<file path="config.mk">
export PLATFORM = sky130hd
export DESIGN_NAME = mode_io_port
export DESIGN_NICKNAME = d
export VERILOG_FILES = /design/src/rtl/iop_pkg.sv /design/src/rtl/iop_select.sv /design/src/rtl/iop_latch.sv /design/src/rtl/iop_buffer_ctl.sv /design/src/rtl/mode_io_port.sv
export SDC_FILE = /design/constraint.sdc
export NUM_CORES = 1
export LEC_CHECK = 0
export BUFFER_PORTS_ARGS = -buffer_cell sky130_fd_sc_hd__buf_2
export CAP_MARGIN = 10
export CORE_AREA = 2 2 39 41
export DETAILED_ROUTE_END_ITERATION = 12
export DIE_AREA = 0 0 41 43
export GPL_TIMING_DRIVEN = 0
export HOLD_SLACK_MARGIN = 0.03
export PLACE_DENSITY = 0.69
export SYNTH_ARGS = -nofsm -noshare
export SYNTH_HDL_FRONTEND = slang
export SYNTH_SLANG_ARGS = --single-unit
</file>
<file path="constraint.sdc">
create_clock -name clk -period 1.05 [get_ports clk]
set_input_delay 0.105 -clock clk [delete_from_list [all_inputs] [get_ports clk]]
set_output_delay 0.105 -clock clk [all_outputs]
set_load 0.005 [all_outputs]
</file>
<file path="src/rtl/iop_pkg.sv">
package iop_pkg;
  typedef enum logic {
    MODE_IN  = 1'b0,
    MODE_OUT = 1'b1
  } port_mode_e;
endpackage

</file>
<file path="src/rtl/iop_select.sv">
module iop_select
  import iop_pkg::*;
(
  input  logic       sel_n,
  input  logic       sel,
  input  logic       strobe,
  input  port_mode_e mode,
  output logic       selected,
  output logic       load
);
  always_comb begin
    selected = ~sel_n & sel;
    unique case (mode)
      MODE_OUT: load = selected;
      default:  load = strobe;
    endcase
  end
endmodule

</file>
<file path="src/rtl/iop_latch.sv">
module iop_latch #(
  parameter int WIDTH = 8
) (
  input  logic             clk,
  input  logic             rst,
  input  logic             load,
  input  logic [WIDTH-1:0] din,
  output logic [WIDTH-1:0] q
);
  for (genvar b = 0; b < WIDTH; b++) begin : g_bit
    always_ff @(posedge clk) begin
      if (rst)       q[b] <= 1'b0;
      else if (load) q[b] <= din[b];
    end
  end

  // a load takes the input byte, and no load keeps the stored byte
  assert_load_takes_din_R3: assert property (@(posedge clk) disable iff (rst)
    load |=> q == $past(din));
  assert_hold_without_load_R3: assert property (@(posedge clk) disable iff (rst)
    !load |=> $stable(q));
endmodule

</file>
<file path="src/rtl/iop_buffer_ctl.sv">
module iop_buffer_ctl
  import iop_pkg::*;
(
  input  logic       clk,
  input  logic       rst,
  input  port_mode_e mode,
  input  logic       selected,
  output logic       oe
);
  always_ff @(posedge clk) begin
    if (rst)                   oe <= 1'b0;
    else if (mode == MODE_OUT) oe <= 1'b1;
    else                       oe <= selected;
  end

  assert_out_mode_drives_R5: assert property (@(posedge clk) disable iff (rst)
    (mode == MODE_OUT) |=> oe);
  assert_in_mode_idle_float_R6: assert property (@(posedge clk) disable iff (rst)
    (mode == MODE_IN && !selected) |=> !oe);
  assert_in_mode_sel_drive_R6: assert property (@(posedge clk) disable iff (rst)
    (mode == MODE_IN && selected) |=> oe);
endmodule

</file>
<file path="src/rtl/mode_io_port.sv">
module mode_io_port
  import iop_pkg::*;
#(
  parameter int WIDTH = 8
) (
  input  logic             clk,
  input  logic             rst,
  input  logic             mode_out,
  input  logic             sel_n,
  input  logic             sel,
  input  logic             strobe,
  input  logic [WIDTH-1:0] din,
  output logic [WIDTH-1:0] dout,
  output logic             dout_en
);
  port_mode_e mode;
  logic       selected;
  logic       load;

  assign mode = port_mode_e'(mode_out);

  iop_select u_select (
    .sel_n    (sel_n),
    .sel      (sel),
    .strobe   (strobe),
    .mode     (mode),
    .selected (selected),
    .load     (load)
  );

  iop_latch #(.WIDTH(WIDTH)) u_latch (
    .clk  (clk),
    .rst  (rst),
    .load (load),
    .din  (din),
    .q    (dout)
  );

  iop_buffer_ctl u_buf (
    .clk      (clk),
    .rst      (rst),
    .mode     (mode),
    .selected (selected),
    .oe       (dout_en)
  );

  assert_reset_clears_R1: assert property (@(posedge clk)
    rst |=> (dout == '0 && !dout_en));
  assert_strobe_ignored_R4: assert property (@(posedge clk) disable iff (rst)
    (mode_out && !(!sel_n && sel)) |=> $stable(dout));
  assert_in_mode_no_strobe_hold_R3: assert property (@(posedge clk) disable iff (rst)
    (!mode_out && !strobe) |=> $stable(dout));
endmodule

</file>
# After elaboration in Yosys (flattened, before gate mapping)
# Cells that the tools add are included.
[op_classes]
n_addsub = 0
n_mul = 0
div_mod_pow = 0
n_lt_le_gt_ge = 0
eq_ne = 0
shift = 0
mux = 2
bitwise_logic = 2
reduce_logical = 0
[ops]
columns = ["cell", "n"]
rows = [
  ["2-to-1 mux 1 bit", 2],
  ["AND 1 bit", 1],
  ["inverter 1 bit", 1],
]
[totals]
register_bits = 9
latchBits = 0
ramBits = 0
mem_bits_ro = 0
inputBits = 14
output_inout_bits = 9
wordCells = 13
mem_count = 0

# Depth between registers and ports, before layout
[depth]
ltp_word = 3
depth_mapped = 3
depth_no_buf = 3

# Modules after synthesis
# Synthesis repeated with hierarchy kept, for this count alone.
[unflattened]
cells_unflattened = 30
area_unflattened_um2 = 344.1
[modules_own_cells]
columns = ["mod", "n_inst", "cells_per_inst", "area_each_um2", "seq_area_each_um2"]
rows = [
  ["iop_latch", 1, 26, 285.3, 160.2],
  ["iop_buffer_ctl", 1, 2, 30.0, 20.0],
  ["iop_select", 1, 2, 28.8, 0.0],
]

# Least setup slack after synthesis
# No wires, ideal clock.
[synth_path]
path_kind = "input -> register"
startpoint = "in sel"
endpoint = "reg u_latch.q[0]"
setup_ns = 0.072
arrival_ns = 0.721
required_ns = 0.978
slack_ns = 0.257
stages = 3
path_buffers = 0
cell_sequence = "nor2b_4 > mux2i_4 > mux2i_1"
[synth_via]
elab_chain_len = 2
[synth_rtl]
columns = ["item", "line", "text"]
rows = [
  ["start: declaration", "mode_io_port.sv:10", "input logic sel,"],
  ["AND 1 bit", "iop_select.sv:12", "selected = ~sel_n & sel;"],
  ["2-to-1 mux 1 bit", "iop_select.sv:13", "unique case (mode)"],
  ["end signal: indexed assignment", "iop_latch.sv:13", "else if (load) q[b] <= din[b];"],
  ["end: declaration", "iop_latch.sv:8", "output logic [WIDTH-1:0] q"],
]
# No other way between the ends.
# A chain may end at the register's enable or synchronous reset.

# Worst setup path after layout
[layout_path]
startpoint = "reg u_latch.q[6]"
endpoint = "out dout[6]"
[layout_rtl]
columns = ["item", "line", "text"]
rows = [
  ["end: declaration", "mode_io_port.sv:13", "output logic [WIDTH-1:0] dout,"],
]
# No word-level cell between the ends.

==> results.txt <==
----------------------------------------------------
[Status]
  Result of the run ... completed

[Setup path]
  WP buf/inv ... 1
  Cell-by-cell listing of the critical path ... buf_2
  Critical-path cell with the highest stage delay ... sky130_fd_sc_hd__dfxtp_1
  Signal arrival time at the worst endpoint ... 0.71 ns
  Critical path's largest stage delay ... 0.33 ns
  Worst Setup Start Kind ... flop
  Gate family responsible for the most delay along the worst path ... flip-flops
  Category of the worst setup path capture point ... output port
  Maximum fanout along the worst path ... 2
  Kind of critical path ... flop to output port
  Endpoint required time on the critical path ... 0.94 ns

[Logic synthesis]
  Post-synthesis sequential area ratio ... 44.2%
  Warning count from the yosys run ... 0
  Syn Area/Cell ... 10.7 sq um
  Post-synthesis instance total ... 38
  Number of register bits inferred by synthesis ... 9
  Cell area after synthesis ... 408 sq um
  Syn Nets ... 52
  Number of distinct standard cells referenced by the synthesized netlist ... 7

[Power and ir drop]
  P per Cell Area ... 1370 nW/um^2
  Net switching power ... 0.187 mW
  Sequential share of power ... 48.6%
  Proportion of power drawn by combinational gates ... 16.3%
  Cell Int Power ... 0.585 mW
  Share of total power consumed by net switching ... 24.2%
  Worst ir drop on vdd ... 0.414 mV
  Reported leakage power ... 0.289 nW
  Clock network fraction of design power ... 35.1%

[Clocking]
  Number of buffers created by CTS ... 3
  Post-CTS setup repair buffer count ... 0
  Largest buffer count on any clock path ... 2
  Clock network latency to the later pin of the worst-skew pair ... 0.26 ns
  Number of instances resized during post-cts repair ... 0
  Worst-path clk slew ... 0.06 ns
  Post-cts hold buffer count ... 0
  Sink Count ... 9
  H-tree Lvls ... 1
  Clock Tree Root ... sky130_fd_sc_hd__clkbuf_4
  CTS tree ... built

[Placement]
  Number of input and output port buffers inserted ... 22
  Number of placed instances, taps included ... 76
  Cell Area, Placed ... 538 sq um
  Weighted congestion reported at the end of routability-driven placement ... 0.620

[Detailed routing]
  Initial DRT Pass Iterations ... 2
  Post-route ant nets ... 0
  Ratio of routed vias to standard cells ... 4.16
  Remaining DRCs ... 0
  DRT iter0 DRCs ... 1
  Final wirelength ... 833 microns
  WL per Instance ... 10.4 microns
  Vias after detailed routing ... 333

[STA]
  Unrepaired setup endpoints after global routing ... no
  Hold Vio Cnt, Final ... 0
  Achievable Freq ... 1220 MHz
  Minimum period implied by the final worst setup slack ... 0.817 ns
  Relative slew slack ... 71.3%
  Setup Total Neg Slack ... 0 ns
  Number of max-slew violations in the final report ... 0
  Total of endpoints with negative setup slack in the final report ... 0
  Slew at the pin closest to its max-slew limit ... 0.422 ns
  Worst-case clock skew ... 0 ns
  Final clock period utilization by the worst path ... 77.8%
  Minimum hold slack ... 0.0909 ns

[Floorplan]
  I/O pin count ... 23
  Core Area ... 1380 sq um
  Effective utilization at floorplan ... 29.5%
  Overall die area ... 1760 sq um
  Cell row count ... 14
  Chip width ... 41 microns
  Die boundary height ... 43 microns

[Final layout]
  Filler cell count ... 156
  Area added between synthesis and finish ... 38.3%
  Storage element area ... 180 sq um
  Most used cells in the layout excluding fill and tap cells ... 22 x sky130_fd_sc_hd__buf_2, 16 x sky130_fd_sc_hd__nand2b_1, 9 x sky130_fd_sc_hd__dfxtp_1
  Total inserted antenna cells ... 0
  Area of all placed cells without fillers ... 564 sq um
  Fin cells ... 80
  Fraction of final layout cells with drive strength greater than 1 ... 42.2%
  Total area of multi-input combinational cells ... 224 sq um
  Post-layout util ... 40.8%
  Commonest non-fill, non-tap cell in the layout ... sky130_fd_sc_hd__buf_2
  # nets final ... 79

[GRT]
  Via count of the first global-routing pass ... 254
  Number of antenna violations at the first check in global routing ... 0
  Total routing usage reported by global routing ... 9.34%
  Total congestion overflow ... 0
  Pin count of the biggest net entering global routing ... 11
  First-pass GRT wire length ... 1080 microns

[Run]
  Max capacitance violation total ... 0

[Min path]
  Kind of path behind the tightest hold check ... primary input to flop

----------------------------------------------------
metrics by stage:
| stage | power [mW] | setup slack, ns |
|---|---|---|
| 2_1_floorplan | 0.449 | 0.257 |
| 3_3_place_gp | 0.508 | 0.0665 |
| 3_5_place_dp | 0.510 | 0.0632 |
| 4_1_cts | 0.783 | 0.227 |
| 5_1_grt | 0.822 | 0.196 |
| 6_report | 0.771 | 0.233 |
path summary, 6_finish.rpt:
check          startpoint  slack, ns      endpoint  cells past startpoint
max          u_latch.q[6]       0.23       dout[6]                      1
min                din[4]       0.09  u_latch.q[4]                      3
max reg2reg  u_latch.q[1]       0.47  u_latch.q[1]                      2
min reg2reg  u_latch.q[5]       0.47  u_latch.q[5]                      2
Yosys cell counts:
cell | count | share of area [%]
sky130_fd_sc_hd__mux2i_1 | 8 | 20
sky130_fd_sc_hd__dfxtp_1 | 9 | 44
sky130_fd_sc_hd__nand2b_1 | 16 | 25
sky130_fd_sc_hd__nor2_1 | 2 | 1.8
sky130_fd_sc_hd__mux2i_4 | 1 | 5.5
sky130_fd_sc_hd__clkbuf_1 | 1 | 0.92
sky130_fd_sc_hd__nor2b_4 | 1 | 3.4
flip-flops by register name, indices dropped and copies added (netlist names):
register   flops
u_latch.q      8
u_buf.oe       1
per-layer routing:
metal,vias to the layer above,GRT usage [%],share of wire [%]
li1,175,-,-
met1,139,11.9,45
met2,17,12.8,43
met3,2,3.14,10
met4,0,6.00,1.7
met5,-,0,0
kinds of logic after synthesis:
kind of cell           share of synthesized area (%)
flip-flops                                      44.2
AND/OR/NAND/NOR                                 29.8
buffers and inverters                          0.919
multiplexers                                    25.2
layout make-up:
type / instances / share of cell area, %
plain buffers: 1 / 0.665
clock buffers: 4 / 4.66
multi-input cells: 28 / 39.7
flip-flops and latches: 9 / 31.9
well taps: 16 / 3.55
repair buffers: 22 / 19.5
power groups by stage:
| stage | combinational (mW) | clock [mW] | sequential [mW] |
|---|---|---|---|
| 3_3_place_gp | 0.126 | 0 | 0.382 |
| 2_1_floorplan | 0.0634 | 0 | 0.386 |
| 5_1_grt | 0.139 | 0.306 | 0.377 |
| 4_1_cts | 0.129 | 0.279 | 0.375 |
| 3_5_place_dp | 0.127 | 0 | 0.383 |
| 6_report | 0.126 | 0.271 | 0.375 |
Power figures use the tool's default switching activity.
